[src/rtl/pic_pkg.sv]
package pic_pkg;
  localparam int BANK_W = 32;
  localparam int NBANK  = 2;
  localparam int NSRC   = BANK_W * NBANK;

  typedef enum logic [2:0] {
    ADR_EN_LO   = 3'd0,
    ADR_EN_HI   = 3'd1,
    ADR_LVL_LO  = 3'd2,
    ADR_LVL_HI  = 3'd3,
    ADR_WAKE_LO = 3'd4,
    ADR_WAKE_HI = 3'd5
  } pic_addr_e;

  // fixed routing rule: which core line a source feeds
  function automatic int line_of(input int src, input int nirq);
    return src % nirq;
  endfunction

  // does register address select bank b of the given base
  function automatic logic addr_hits(input logic [2:0] a, input logic [2:0] base, input int b);
    return a == (base + 3'(b));
  endfunction
endpackage

[src/rtl/pic_regs.sv]
module pic_regs
  import pic_pkg::*;
(
  input  logic              clk,
  input  logic              rst_n,
  input  logic              we,
  input  logic [2:0]        addr,
  input  logic [BANK_W-1:0] wdata,
  input  logic [NSRC-1:0]   src,
  output logic [NSRC-1:0]   en_bits,
  output logic [NSRC-1:0]   wake_bits,
  output logic [BANK_W-1:0] rdata
);
  logic [BANK_W-1:0] rd_bank [3*NBANK];

  for (genvar b = 0; b < NBANK; b++) begin : g_bank
    always_ff @(posedge clk) begin
      if (!rst_n) begin
        en_bits[b*BANK_W +: BANK_W]   <= '0;
        wake_bits[b*BANK_W +: BANK_W] <= '0;
      end else if (we) begin
        if (addr_hits(addr, ADR_EN_LO, b))   en_bits[b*BANK_W +: BANK_W]   <= wdata;
        if (addr_hits(addr, ADR_WAKE_LO, b)) wake_bits[b*BANK_W +: BANK_W] <= wdata;
      end
    end
    assign rd_bank[b]           = en_bits[b*BANK_W +: BANK_W];
    assign rd_bank[NBANK+b]     = src[b*BANK_W +: BANK_W];
    assign rd_bank[2*NBANK+b]   = wake_bits[b*BANK_W +: BANK_W];
  end

  always_comb begin
    rdata = '0;
    for (int i = 0; i < 3*NBANK; i++)
      if (addr == 3'(i)) rdata = rd_bank[i];
  end
endmodule

[src/rtl/pic_route.sv]
module pic_route
  import pic_pkg::*;
#(
  parameter int NIRQ = 8
) (
  input  logic [NSRC-1:0] src,
  input  logic [NSRC-1:0] en_bits,
  output logic [NIRQ-1:0] line
);
  logic [NSRC-1:0] live;
  assign live = src & en_bits;

  for (genvar n = 0; n < NIRQ; n++) begin : g_line
    always_comb begin
      line[n] = 1'b0;
      for (int s = 0; s < NSRC; s++)
        if (line_of(s, NIRQ) == n) line[n] = line[n] | live[s];
    end
  end
endmodule

[src/rtl/pic_edge_line.sv]
module pic_edge_line (
  input  logic clk,
  input  logic rst_n,
  input  logic line_in,
  input  logic ack_sel,
  input  logic ret_sel,
  output logic pend,
  output logic busy,
  output logic rise,
  output logic take
);
  logic stage1, stage2;

  assign rise = stage1 & ~stage2;
  assign take = ack_sel & pend;

  always_ff @(posedge clk) begin
    if (!rst_n) begin
      stage1 <= 1'b0;
      stage2 <= 1'b0;
      pend   <= 1'b0;
      busy   <= 1'b0;
    end else begin
      stage1 <= line_in;
      stage2 <= stage1;
      pend   <= (pend & ~take) | rise;
      busy   <= take | (busy & ~ret_sel);
    end
  end
endmodule

[src/rtl/pic_aggregator.sv]
module pic_aggregator
  import pic_pkg::*;
#(
  parameter int NIRQ = 8,
  localparam int IDW = (NIRQ > 1) ? $clog2(NIRQ) : 1
) (
  input  logic              clk,
  input  logic              rst_n,
  input  logic [NSRC-1:0]   src_req,
  input  logic              reg_we,
  input  logic [2:0]        reg_addr,
  input  logic [BANK_W-1:0] reg_wdata,
  output logic [BANK_W-1:0] reg_rdata,
  input  logic              ack_valid,
  input  logic [IDW-1:0]    ack_id,
  input  logic              ret_valid,
  input  logic [IDW-1:0]    ret_id,
  input  logic              core_sleep,
  output logic [NIRQ-1:0]   pend_latch,
  output logic [NIRQ-1:0]   in_service,
  output logic              wakeup
);
  logic [NSRC-1:0] en_bits, wake_bits;
  logic [NIRQ-1:0] core_line, rise_vec, ack_take, ack_sel, ret_sel;

  pic_regs u_regs (
    .clk(clk), .rst_n(rst_n), .we(reg_we), .addr(reg_addr), .wdata(reg_wdata),
    .src(src_req), .en_bits(en_bits), .wake_bits(wake_bits), .rdata(reg_rdata)
  );

  pic_route #(.NIRQ(NIRQ)) u_route (
    .src(src_req), .en_bits(en_bits), .line(core_line)
  );

  for (genvar n = 0; n < NIRQ; n++) begin : g_evt
    assign ack_sel[n] = ack_valid & (ack_id == IDW'(n));
    assign ret_sel[n] = ret_valid & (ret_id == IDW'(n));
    pic_edge_line u_line (
      .clk(clk), .rst_n(rst_n), .line_in(core_line[n]),
      .ack_sel(ack_sel[n]), .ret_sel(ret_sel[n]),
      .pend(pend_latch[n]), .busy(in_service[n]),
      .rise(rise_vec[n]), .take(ack_take[n])
    );
  end

  assign wakeup = core_sleep & |(src_req & wake_bits);
endmodule

[config.mk]
export PLATFORM = sky130hd
export DESIGN_NAME = pic_aggregator
export DESIGN_NICKNAME = d
export VERILOG_FILES = /design/src/rtl/pic_pkg.sv /design/src/rtl/pic_regs.sv /design/src/rtl/pic_route.sv /design/src/rtl/pic_edge_line.sv /design/src/rtl/pic_aggregator.sv
export SDC_FILE = /design/constraint.sdc
export NUM_CORES = 1
export LEC_CHECK = 0
export ABC_CLOCK_PERIOD_IN_PS = 1800
export CAP_MARGIN = 20
export CORE_AREA = 5 5 114 169
export DETAILED_ROUTE_END_ITERATION = 10
export DIE_AREA = 0 0 119 174
export DONT_BUFFER_PORTS = 1
export SLEW_MARGIN = 20
export SYNTH_ARGS = -nofsm -noshare
export SYNTH_HDL_FRONTEND = slang
export SYNTH_SLANG_ARGS = --single-unit
[constraint.sdc]
create_clock -name clk -period 1.8 [get_ports clk]
set_clock_uncertainty 0.15 [all_clocks]
set_input_delay 0.09 -clock clk [delete_from_list [all_inputs] [get_ports clk]]
set_output_delay 0.09 -clock clk [all_outputs]
set_load 0.1 [all_outputs]
==> Word level (Yosys, flattened, before mapping) <==
Cells that the tools add are included.
{ "totals": {"ff_bits": 160, "in_bits": 111, "output_inout_bits": 49, "word_cells": 216} }
{ "classes": {"eq_ne": 19, "muxes": 6, "bitwise_logic": 147, "reduce_logical": 8} }
{ "ops": {"columns": ["cell", "n"], "rows": [
  ["32-bit two-way mux", 6],
  ["64-bit AND", 2],
  ["1-bit bitwise OR", 72],
  ["64-bit OR reduction", 1],
  ["1-bit AND", 49],
  ["3-bit equality test, second input constant", 10],
  ["1-bit inverter", 24],
  ["3-bit by 2-bit equality test with 1-bit output, second input constant", 6],
  ["3-bit by 1-bit equality test with 1-bit output, second input constant", 3],
  ["3-bit zero test", 3],
  ["2-bit AND reduction", 4]
]} }

==> Longest topological paths before layout <==
Gate-level depths: netlist of the first run.
{ "depth": {"word_depth": 8, "ltp_mapped": 8, "ltp_nobuf": 5} }

==> Cells and area by module <==
Synthesis of the first run repeated with hierarchy kept, for this count alone.
{ "unflattened": {"cells_unflattened": 854, "area_unflattened_um2": 7891.3} }
{ "modules_own_cells": {"columns": ["mod", "n_inst", "cells_per_inst", "area_each_um2", "seq_area_each_um2"], "rows": [
  ["pic_regs", 1, 651, 6000.8, 2562.5],
  ["pic_edge_line", 8, 12, 142.6, 80.1],
  ["pic_aggregator", 1, 67, 459.2, 0.0],
  ["pic_route", 1, 40, 290.3, 0.0]
]} }

==> Worst setup path after synthesis of the first run <==
Ideal clock, no wire load.
{ "synth_timing": {"path_kind": "register to output", "start": "register u_regs.wake_bits[10]", "end": "output wakeup", "arrival_time_ns": 2.819, "required_ns": 1.560, "slack_ns": -1.259, "path_stages_with_launch": 6, "n_path_buf": 0, "path_cell_list": "dfxtp_1 -> a22o_1 -> a221oi_1 -> nand4_1 -> nor3_1 -> a21boi_0"} }
{ "synth_between": {"elab_chain_len": 3} }
{ "synth_rtl": {"columns": ["item", "line_no", "source"], "rows": [
  ["start, declared", "pic_regs.sv:11", "output logic [NSRC-1:0] wake_bits,"],
  ["start signal, assigned by index", "pic_regs.sv:23", "if (addr_hits(addr, ADR_WAKE_LO, b)) wake_bits[b*BANK_W +: BANK_W] <= wdata;"],
  ["64-bit AND", "pic_aggregator.sv:46", "assign wakeup = core_sleep & |(src_req & wake_bits);"],
  ["64-bit OR reduction", "pic_aggregator.sv:46", null],
  ["1-bit AND", "pic_aggregator.sv:46", null],
  ["end, declared", "pic_aggregator.sv:21", "output logic wakeup"]
]} }
Every way passes these cells.

==> Worst setup path after layout of the first run <==
{ "layout_timing": {"start": "register u_regs.wake_bits[41]", "end": "output wakeup"} }
Same word-level chain as after synthesis.

==> summary.txt, run 1 <==
Outcome
  • Status: complete, but fails checks
  • Failing checks: negative setup slack

Drt
  • Via count: about 8400
  • Routed WL: about 34000 µm
  • TritonRoute pass-1 iters: 6
  • DR WL/cell: between 20 and 30 µm
  • DRC Markers: 0
  • Vias per Instance: just over 6
  • First DRT Iteration DRCs: about 700
  • Detail Route Antenna Nets: 0

Floorplanning
  • Num rows: 60
  • Die ar.: about 21000 µm²
  • Initial Util: roughly 44%
  • Die Ht: around 170 µm
  • Core Region: 17700 µm²
  • Io pins: 160
  • Die width: about 120 µm

Power and ir drop
  • Final Power: between 8 and 9 mW
  • P_leak: ~3.8 nW
  • Peak supply drop: roughly 620 µV
  • PD cells: roughly 800 nW/µm²

Timing
  • Min cycle time layout: between 2 and 2.5 ns
  • Setup slack after layout: -0.334 ns
  • RSZ-0062 raised after global routing: true
  • Worst slew pin tran: approximately 0.50 ns
  • Final setup viols: 1
  • Rel. slew slack: 66.7%
  • Setup_tns: -0.334 ns
  • Max Transition Viols Final: 0
  • Hold Vio Cnt, Final: 0
  • Tcrit/Tclk final: 119%
  • Max Clk Rate: roughly 470 MHz

Synthesis
  • Register bit total from synthesis: 160
  • Ys async rst share: 0%
  • Main synth FF type: dfxtp_1
  • Warnings, synthesis: 0
  • Mapped Cells: about 1000
  • Seq/Total Area, Yosys: around 41%
  • Synth top area share: just over 40%
  • Post-synth EDFFs: 0
  • Top-count cell post-synth: nand2_1
  • Count of cell types in the netlist: 33
  • Largest cells by area after synthesis: dfxtp_1, nand2_1, a21oi_1
  • Synth cell count leaders: nand2_1, a21oi_1, dfxtp_1
  • Syn_nets: around 1100
  • Dominant cell type by area after synthesis: dfxtp_1
  • Syn avg cell area: roughly 7.8 µm²
  • Post-synthesis cell area: approximately 7800 µm²

Worst setup path
  • Peak fanout along the critical path: 2
  • Worst reg2reg path endpoint: g_evt[6].u_line.stage1
  • FF-to-FF setup slack: 0.11 ns
  • CP arrival: approximately 1.9 ns
  • CP Launch Type: flip-flop
  • WP data required: approximately 1.6 ns
  • Cells on worst reg2reg path: 3
  • Setup CP Type: flip-flop to output port
  • Reg2Reg Launch Point: u_regs.en_bits[46]
  • Crit path capture type: output port

CTS
  • TritonCTS Buffers: 17
  • Setup bufs post-CTS: 0
  • Worst-path clk slew: around 0.06 ns
  • CTS sink cnt: 160
  • H-tree depth: 4
  • CTS tree: done
  • Max Root-Sink Buffers: 2
  • Root buffer cell: clkbuf_16
  • Worst-Skew Late Latency: approximately 0.43 ns

GRT
  • Number of global-route vias before repair: around 8200
  • All-Layer GR Usage: 32.1%
  • Met3 usage: between 8 and 9%
  • Largest net degree at the start of global routing: 71
  • Grt met2 use: between 50% and 60%
  • Global route total overflow: 0
  • Initial antenna violation count: 2
  • First-pass GRT wire length: about 51000 µm
  • GR Util met1: a little over a third
  • GRT busiest layer: met2

Finish
  • Layout cell share with drive strength beyond 1: 18.4%
  • Sequential Area: around 3200 µm²
  • Multi-input gate area: between 4000 and 5000 µm²
  • P&R area growth vs syn: 44.5%
  • Nets: roughly 1200
  • Fillers: between 1000 and 1500

Flow run
  • Max-cap violations: 0

Placement
  • DP Wirelength: 23400 µm
  • IO Port Bufs: 0
  • Final Wtd Congestion: between 0.9 and 1

Hold path
  • Hold path endpoint: u_regs.en_bits[11]
  • Hold Path Class: input port to flip-flop
  • Hold Path Cell Cnt: 5
  • Hold path startpoint: reg_we
layer usage:
layer	vias to the layer above	wire length [µm]	part of all wire, %
li1	3767	-	-
met1	4022	12100	36
met2	502	16400	48
met3	113	3460	10
met4	4	2110	6.2
met5	-	22	0.065
worst max-delay path: stages (launching register included):
cell and delay [ns]:
dfxtp_1 0.32, a22o_1 0.20, a221oi_2 0.17, buf_4 0.15, nand4_1 0.11, nor3_2 0.21
a21boi_2 0.11, buf_12 0.18
flip-flops by register name, summed over array words and instances, names as in the netlist:
register,flops
u_regs.en_bits,64
g_evt.u_line.pend,8
u_regs.wake_bits,64
g_evt.u_line.stage1,8
g_evt.u_line.stage2,8
g_evt.u_line.busy,8
cells by family (layout without fill, tap and decap cells):
| group | after synthesis | count (layout) | share of synthesized area (%) |
|---|---|---|---|
| compound gates | 290 | 290 | 23.3 |
| buf+inv | 87 | 240 | 6.51 |
| flops | 160 | 160 | 41.2 |
| mux | 64 | 64 | 8.25 |
| other cells | 0 | 1 | 0 |
| simple gates | 390 | 390 | 20.8 |
cell type report:
type                            count  share of cell area [%]
Multi-Input combinational cell    744                    42.8
Sequential cell                   160                    28.7
Timing Repair Buffer              208                    21.2
Clock buffer                       20                    4.07
Tap cell                          217                    2.42
Clock inverter                     11                   0.814
Inverter                            1                  0.0557
Antenna cell                        1                  0.0223
layout by cell type (no fill, tap or decap), drive strengths merged, types with 3 or more instances in the layout:
cell type / n
nor2: 44
nand2: 296
nand4: 8
clkinvlp: 3
buf: 93
a221oi: 9
a22o: 9
nand3: 4
a21oi: 171
clkbuf: 20
a41oi: 8
nor2b: 6
dlygate4sd3: 113
o221ai: 32
and2: 8
a22oi: 49
mux2i: 64
o21ai: 7
nand2b: 13
clkinv: 7
dfxtp: 160
nor3: 3
metrics by stage:
step / hold WS (ns) / instance area [µm²] / setup WS (ns) / util (%) / std cells
floorplan: 0.0673 / 8340 / 0.00624 / - / 991
global placement: 0.0701 / 9350 / 0.0151 / 52.8 / 1215
detailed placement: 0.0731 / 9350 / 0.0213 / 52.8 / 1215
CTS: 0.00199 / 11100 / -0.363 / 62.4 / 1358
global route: 0.0259 / 11200 / -0.402 / 63.4 / 1361
finish: 0.0123 / 11200 / -0.334 / 63.4 / 1362
worst max path at each step:
stage | start | to | slack [ns] | depth (start not counted)
2_1_floorplan | reg_addr[2] | reg_rdata[10] | 0.006 | 3
3_3_place_gp | u_regs.wake_bits[42] | wakeup | 0.02 | 7
3_5_place_dp | u_regs.wake_bits[42] | wakeup | 0.02 | 7
4_1_cts | u_regs.wake_bits[17] | wakeup | -0.36 | 7
5_1_grt | u_regs.wake_bits[17] | wakeup | -0.40 | 7
6_report | u_regs.wake_bits[41] | wakeup | -0.33 | 7
power breakdown:
| group | switching, mW | internal, mW | leakage, nW |
|---|---|---|---|
| Clock | 1.50 | 1.95 | 0.267 |
| Sequential | 0.0702 | 3.63 | 1.30 |
| Combinational | 0.999 | 0.634 | 2.22 |
what timing repair did:
item / CTS / global route
pin swaps: 2 / 9
resized for setup: 11 / 40
endpoints found under the hold margin: 160 / 1
setup endpoints to repair: 6 / 30
hold buffers: 112 / 3
Note: power is estimated with default switching activity, not from simulation.
==> run 2: changes to the inputs <==
--- a/config.mk
+++ b/config.mk
@@ -5,12 +5,14 @@
 export SDC_FILE = /design/constraint.sdc
 export NUM_CORES = 1
 export LEC_CHECK = 0
-export ABC_CLOCK_PERIOD_IN_PS = 1800
+export ABC_CLOCK_PERIOD_IN_PS = 2290
 export CAP_MARGIN = 20
 export CORE_AREA = 5 5 114 169
+export CTS_BUF_LIST = sky130_fd_sc_hd__clkbuf_16
 export DETAILED_ROUTE_END_ITERATION = 10
 export DIE_AREA = 0 0 119 174
 export DONT_BUFFER_PORTS = 1
+export HOLD_SLACK_MARGIN = 0.08
 export SLEW_MARGIN = 20
 export SYNTH_ARGS = -nofsm -noshare
 export SYNTH_HDL_FRONTEND = slang
==> constraint.sdc (replaced) <==
create_clock -name clk -period 2.29 [get_ports clk]
set_clock_uncertainty 0.15 [all_clocks]
set_input_delay 0.1145 -clock clk [delete_from_list [all_inputs] [get_ports clk]]
set_output_delay 0.1145 -clock clk [all_outputs]
set_load 0.1 [all_outputs]
==> run 2 against run 1 <==
The flow now finishes without violations. Utilization fell by 6.9 points. Critical path depth is the same. Wire length is 5.0% lower. Register-to-register slack worse by 0.05 ns. Combinational power fell by 36%. Global-route usage decreased by 2.1 points. Largest cell class unchanged. Non-clock buffer count down 42. Sequential power decreased by 22%.
==> summary.txt, run 2 (synthesized netlist as in run 1, its figures left out) <==
Outcome
  • Status: complete, no violations

GRT
  • All-Layer GR Usage: 30.0% (-2.1 points)
  • First-pass GRT wire length: 47700 µm (-5.7%)
  • Global route total overflow: 0 (unchanged)
  • Number of global-route vias before repair: 7811 (-4.9%)
  • Initial antenna violation count: 1 (-1)
  • Largest net degree at the start of global routing: 72 (+1.4%)

Worst setup path
  • Worst path buffer plus inverter count: 4 (+2)
  • CP most frequent cell: dlygate4sd3_1
  • Worst reg2reg path endpoint: g_evt[1].u_line.busy
  • Setup CP Type: input port to flip-flop
  • Cells on worst reg2reg path: 5 (+2)
  • WP data required: 2.52 ns (+0.96 ns)
  • Peak fanout along the critical path: 10 (+8)
  • CP startpoint: reg_we
  • CP Launch Type: input port
  • FF-to-FF setup slack: 0.06 ns (-0.05 ns)
  • Critical-path cell list: dlygate4sd3_1, nor3b_4, buf_12, nand2_1, dlygate4sd3_1, a21oi_1, dlygate4sd3_1
  • Crit path max-delay family: buffers and inverters
  • Max stage delay on crit path: 0.62 ns (+0.30 ns)
  • Crit path capture type: flip-flop
  • CP arrival: 2.49 ns (+0.60 ns)
  • Reg2Reg Launch Point: g_evt[1].u_line.pend
  • Slowest CP cell: dlygate4sd3_1
  • Worst Setup EP: u_regs.wake_bits[3]
  • WP depth: 7 (unchanged)

Finish
  • P&R area growth vs syn: 28.7%
  • Layout cell share with drive strength beyond 1: 14.1% (-4.3 points)
  • Most frequent cells in the layout: nand2_1, a21oi_1, dfxtp_1
  • Top flop regs: u_regs.en_bits x64, u_regs.wake_bits x64
  • Commonest non-fill, non-tap cell in the layout: nand2_1
  • Nets: 1201 (-3.4%)

Timing
  • Worst slew pin tran: 0.820 ns (+0.320 ns)
  • Final setup viols: 0 (-1)
  • Hold_ws: 0.104 ns (+0.0920 ns)
  • Rel. slew slack: 45.3% (-21 points)
  • Min cycle time layout: between 2 and 2.5 ns
  • Tcrit/Tclk final: 98.3%
  • Max Transition Viols Final: 0 (unchanged)
  • Hold Vio Cnt, Final: 0 (unchanged)
  • Max Clk Rate: between 400 and 500 MHz

Placement
  • IO Port Bufs: 0 (unchanged)
  • Final Wtd Congestion: 0.884 (-4.9%)
  • DP Wirelength: 21600 µm (-7.4%)

Hold path
  • Hold Path Class: input port to flip-flop

Drt
  • First DRT Iteration DRCs: 882 (+24%)
  • Detail Route Antenna Nets: 0 (unchanged)
  • Via count: 8153 (-3.0%)
  • Vias per Instance: 6.17 (about the same)
  • DRC Markers: 0 (unchanged)
  • Routed WL: 32300 µm (-5.0%)
  • DR WL/cell: 24.5 µm (-2.1%)
  • TritonRoute pass-1 iters: 7 (+1)

CTS
  • Worst-Skew Late Latency: 0.44 ns (about the same)
  • CTS sink cnt: 160 (unchanged)
  • H-tree depth: 4 (unchanged)
  • Root buffer cell: clkbuf_16
  • Worst-path clk slew: 0.08 ns (+0.02 ns)
  • Max Root-Sink Buffers: 2 (unchanged)
  • TritonCTS Buffers: 17 (unchanged)
  • CTS tree: done

Power and ir drop
  • P_leak: 3.50 nW (-7.6%)
  • PD cells: 677 nW/µm² (-13%)
  • Final Power: 6.77 mW (-23%)
  • Peak supply drop: 426 µV (-31%)

Flow run
  • Max-cap violations: 0 (unchanged)

Floorplanning
  • Io pins: 160 (unchanged)
  • Num rows: 60 (unchanged)
  • Die ar.: 20700 µm² (unchanged)
  • Core Region: 17700 µm² (unchanged)
  • Die Ht: 174 µm (unchanged)
  • Die width: 119 µm (unchanged)
  • Initial Util: 43.8% (unchanged)
-- run 2: cell types whose count changed in the layout (fill, tap and decap cells not counted), sizes merged --
cell	previous run	this run
buf	93	72
dlymetal6s4s	2	0
clkinvlp	3	5
inv	1	8
clkinv	7	2
dlygate4sd3	113	93
clkbuf	20	18
-- run 2: through the flow --
stage | util [%] | setup WS, ns | instances | cell area (µm²) | setup TNS [ns]
after floorplan | - | -0.0551 | 991 | 7970 | -0.0551
after global placement | 47.2 | 0.387 | 1188 | 8360 | 0
after detailed placement | 47.2 | 0.373 | 1188 | 8360 | 0
after CTS | 55.9 | 0.00108 | 1314 | 9910 | 0
after global routing | 56.4 | -0.0102 | 1321 | 10000 | -0.0102
final | 56.4 | 0.0395 | 1321 | 10000 | 0
-- run 2: power breakdown --
group          total, mW  internal (mW)  switching [mW]
clock network       2.82           1.53            1.29
registers           2.90           2.85          0.0508
logic               1.05          0.339           0.709
total               6.77           4.72            2.05
-- run 2: final cells by class --
class,count,area [µm²]
clock buffer,17,425
inverter,1,6.26
fill,1652,7720
antenna,1,2.50
clock inverter,15,151
sequential,160,3200
timing repair buffer,166,1600
tap,217,272
multi-input combinational,744,4340
-- run 2: worst reg2reg max path, delay by kind of cell, from the launching register on --
kind / cells / cell delay [ns]
flops: 1 / 0.31
buf+inv: 3 / 1.44
simple gates: 1 / 0.16
compound gates: 1 / 0.12
-- run 2: timing repair --
item	4_1_cts	5_1_grt
endpoints found under the hold margin	160	0
resized for setup	4	6
pin swaps	0	0
buffers inserted	0	5
hold buffers	94	0
cloned	0	1
setup endpoints to repair	1	5
-- run 2: routing by layer --
metal	routed length, µm	GRT usage, %	up-vias
li1	-	-	3674
met1	11900	35.5	3861
met2	15100	49.2	510
met3	3540	8.76	108
met4	1830	15.0	0
met5	0	0	-
-- run 2: how the worst min path moves through the flow --
stage,from,to,cells past startpoint
finish,reg_addr[1],u_regs.en_bits[37],5
floorplan,rst_n,g_evt[1].u_line.stage2,1
detailed placement,rst_n,g_evt[6].u_line.stage2,1
CTS,reg_addr[1],u_regs.en_bits[36],5
global placement,rst_n,g_evt[6].u_line.stage2,1
global route,reg_addr[1],u_regs.en_bits[50],5
==> run 3: changes to the inputs <==
--- a/config.mk
+++ b/config.mk
@@ -5,6 +5,7 @@
 export SDC_FILE = /design/constraint.sdc
 export NUM_CORES = 1
 export LEC_CHECK = 0
+export ABC_AREA = 1
 export ABC_CLOCK_PERIOD_IN_PS = 2290
 export CAP_MARGIN = 20
 export CORE_AREA = 5 5 114 169
==> run 3 against run 2 <==
Combinational power up 25%. Highest routed layer unchanged. Setup slack better by 0.018 ns. Fmax increased by 0.82%. Wire length fell by 9.6%. Clock power increased by 5%. Synthesized cell count rose by 16%. Via count grew 4.9%. Register-to-register slack better by 0.02 ns. Critical endpoint is now u_regs.en_bits[44]. Die area is the same.
==> summary.txt, run 3 <==
Outcome
  • Status: complete, no violations

Finish
  • Nets: 1362 (+13%)
  • Layout cell share with drive strength beyond 1: 8.86% (-5.2 points)
  • Top flop regs: u_regs.en_bits x64, u_regs.wake_bits x64
  • P&R area growth vs syn: 32.9%
  • Commonest non-fill, non-tap cell in the layout: nand2_1
  • Final cell count without fillers: 1483 (+12%)
  • Most frequent cells in the layout: nand2_1, dfxtp_1, a21oi_1

Hold path
  • Hold path endpoint: u_regs.en_bits[0]
  • Hold Path Cell Cnt: 4 (-1)
  • Hold Path Class: input port to flip-flop
  • Hold path startpoint: reg_addr[2]

CTS
  • Worst-Skew Late Latency: 0.43 ns (about the same)
  • CTS tree: done
  • Max Root-Sink Buffers: 2 (unchanged)
  • CTS sink cnt: 160 (unchanged)
  • H-tree depth: 4 (unchanged)
  • TritonCTS Buffers: 17 (unchanged)
  • Worst-path clk slew: 0.06 ns (-0.02 ns)
  • Root buffer cell: clkbuf_16

Timing
  • Setup slack after layout: 0.0578 ns (+0.0183 ns)
  • Hold Vio Cnt, Final: 0 (unchanged)
  • RSZ-0062 raised after global routing: false
  • Rel. slew slack: 63.9% (+19 points)
  • Worst slew pin tran: 0.542 ns (-0.278 ns)
  • Max Clk Rate: 448 MHz (+0.82%)
  • Tcrit/Tclk final: 97.5% (-0.80 points)
  • Max Transition Viols Final: 0 (unchanged)
  • Min cycle time layout: 2.23 ns (-0.0183 ns)
  • Final setup viols: 0 (unchanged)
  • Setup_tns: 0 ns (unchanged)

Floorplanning
  • Num rows: 60 (unchanged)
  • Initial Util: 43.9% (about the same)
  • Io pins: 160 (unchanged)
  • Die Ht: 174 µm (unchanged)
  • Die ar.: 20700 µm² (unchanged)
  • Die width: 119 µm (unchanged)
  • Core Region: 17700 µm² (unchanged)

Synthesis
  • Largest cells by area after synthesis: dfxtp_1, nand2_1, a21oi_1
  • Post-synthesis cell area: 7770 µm² (about the same)
  • Synth cell count leaders: nand2_1, dfxtp_1, a21oi_1
  • Syn avg cell area: 6.76 µm² (-14%)
  • Warnings, synthesis: 0 (unchanged)
  • Dominant cell type by area after synthesis: dfxtp_1
  • Ys async rst share: 0% (unchanged)
  • Top-count cell post-synth: nand2_1
  • Post-synth EDFFs: 0 (unchanged)
  • Main synth FF type: dfxtp_1
  • Mapped Cells: 1150 (+16%)
  • Synth top area share: 41.2% (about the same)
  • Count of cell types in the netlist: 19 (-42%)
  • Seq/Total Area, Yosys: 41.2% (about the same)
  • Register bit total from synthesis: 160 (unchanged)
  • Syn_nets: 1261 (+14%)

Drt
  • Routed WL: 29200 µm (-9.6%)
  • Vias per Instance: 5.77 (-6.5%)
  • DR WL/cell: 19.7 µm (-19%)
  • TritonRoute pass-1 iters: 5 (-2)
  • Detail Route Antenna Nets: 0 (unchanged)
  • DRC Markers: 0 (unchanged)
  • First DRT Iteration DRCs: 794 (-10%)
  • Via count: 8554 (+4.9%)

Placement
  • Final Wtd Congestion: 0.897 (+1.5%)
  • Pre-CTS setup slack: 0.535 ns (+0.162 ns)
  • IO Port Bufs: 0 (unchanged)
  • Placed cell count: 1350 (+14%)
  • DP Wirelength: 20000 µm (-7.8%)

Power and ir drop
  • Final Power: 7.20 mW (+6.4%)
  • Int Power: 5.12 mW (+8.6%)
  • P_leak: 4.01 nW (+15%)
  • Combinational share of power: 18.2% (+2.7 points)
  • Clock Power Share: 41.0% (-0.7 points)
  • PD cells: 697 nW/µm² (+3.0%)
  • Sw Pwr: 2.07 mW (+1.2%)
  • Peak supply drop: 348 µV (-18%)
  • Sw Ratio: 28.8% (-1.5 points)
  • Sequential share of power: 40.8% (-2.0 points)

GRT
  • Met3 usage: 6.25% (-2.5 points)
  • Number of global-route vias before repair: 8087 (+3.5%)
  • GR Util met1: 33.0% (-2.6 points)
  • All-Layer GR Usage: 27.7% (-2.3 points)
  • Initial antenna violation count: 2 (+1)
  • Grt met2 use: 46.9% (-2.2 points)
  • Largest net degree at the start of global routing: 82 (+14%)
  • Global route total overflow: 0 (unchanged)
  • GRT busiest layer: met2
  • First-pass GRT wire length: 45100 µm (-5.3%)

Worst setup path
  • Crit path max-delay family: buffers and inverters
  • Max stage delay on crit path: 0.63 ns (about the same)
  • Peak fanout along the critical path: 81 (+71)
  • Setup CP Type: input port to flip-flop
  • Worst path buffer plus inverter count: 4 (unchanged)
  • WP data required: 2.52 ns (about the same)
  • Critical-path cell list: dlygate4sd3_1, buf_16, o21ai_0, dlygate4sd3_1, nor2_1, dlygate4sd3_1
  • Crit path capture type: flip-flop
  • Cells on worst reg2reg path: 6 (+1)
  • CP startpoint: rst_n
  • Reg2Reg Launch Point: u_regs.en_bits[46]
  • CP most frequent cell: dlygate4sd3_1
  • WP depth: 6 (-1)
  • CP arrival: 2.46 ns (-0.03 ns)
  • Slowest CP cell: dlygate4sd3_1
  • CP Launch Type: input port
  • FF-to-FF setup slack: 0.08 ns (+0.02 ns)
  • Worst reg2reg path endpoint: g_evt[6].u_line.stage1

Flow run
  • Max-cap violations: 0 (unchanged)
==> run 3: cell types whose count changed after synthesis, sizes merged, moves of 27 or more <==
| cell | delta |
|---|---|
| o21ai | +69 |
| nand2 | +80 |
| o211a | +32 |
| o221ai | -32 |
| a22oi | -49 |
| mux2i | -64 |
| inv | +50 |
| nand3 | +97 |
| nor2 | +48 |
| nand4 | +27 |
| a21oi | -59 |
==> run 3: worst reg2reg max path, delay by kind of cell, from the launching register on <==
kind,cells,cell delay [ns]
and+or+nand+nor,2,0.21
buffers and inverters,2,1.17
AOI/OAI and AO/OA,2,0.23
DFF,1,0.33
==> run 3: layout make-up <==
| cell class | count | area [µm²] |
|---|---|---|
| Inverter | 51 | 191 |
| Antenna cell | 2 | 5.00 |
| Tap cell | 217 | 272 |
| Timing Repair Buffer | 169 | 2040 |
| Multi-Input combinational cell | 852 | 4010 |
| Sequential cell | 160 | 3200 |
| Fill cell | 1665 | 7390 |
| Clock inverter | 15 | 175 |
| Clock buffer | 17 | 425 |
==> run 3: how the worst max path moves through the flow <==
stage                        endpoint  slack (ns)
6_report           u_regs.en_bits[44]        0.06
5_1_grt          g_evt[3].u_line.busy        0.01
4_1_cts        g_evt[4].u_line.stage1        0.06
3_5_place_dp     u_regs.wake_bits[55]        0.54
3_3_place_gp     u_regs.wake_bits[46]        0.54
2_1_floorplan                  wakeup        0.13
==> run 3: cells by family (layout without fill, tap and decap cells) <==
kind of cell           Yosys count  in the layout  share of synthesized area (%)
other                            0              2                              0
AO/OA/AOI/OAI                  242            242                           18.6
buffers and inverters          138            252                           7.76
flip-flops                     160            160                           41.2
AND/OR/NAND/NOR                610            610                           32.4
==> run 3: stage by stage <==
| step | hold slack, ns | utilization, % | cell area, µm² |
|---|---|---|---|
| global route | 0.141 | 58.3 | 10300 |
| CTS | 0.102 | 58.2 | 10300 |
| global placement | 0.116 | 48.9 | 8660 |
| floorplan | 0.126 | - | 7770 |
| finish | 0.126 | 58.3 | 10300 |
| detailed placement | 0.121 | 48.9 | 8660 |
==> run 3: per-layer routing <==
layer / vias to the layer above / routed length [µm] / share of wire [%]
met5: - / 0 / 0
met4: 0 / 1340 / 4.6
met3: 82 / 2490 / 8.5
met2: 409 / 14400 / 49
met1: 4020 / 11000 / 38
li1: 4043 / - / -
==> run 3: power groups by stage <==
| stage | registers, mW | logic [mW] | clock network (mW) |
|---|---|---|---|
| 6_report | 2.93 | 1.31 | 2.95 |
| 5_1_grt | 2.94 | 1.38 | 3.12 |
| 4_1_cts | 2.93 | 1.30 | 2.99 |
| 3_5_place_dp | 2.99 | 1.08 | 0 |
| 3_3_place_gp | 2.99 | 1.08 | 0 |
| 2_1_floorplan | 2.98 | 0.778 | 0 |
==> run 3: what timing repair did <==
action | in CTS | in global routing
buffers inserted | 0 | 0
endpoints found under the setup margin | 0 | 3
hold endpoints to repair | 160 | 0
hold buffers | 99 | 0
gates resized for setup | 0 | 3
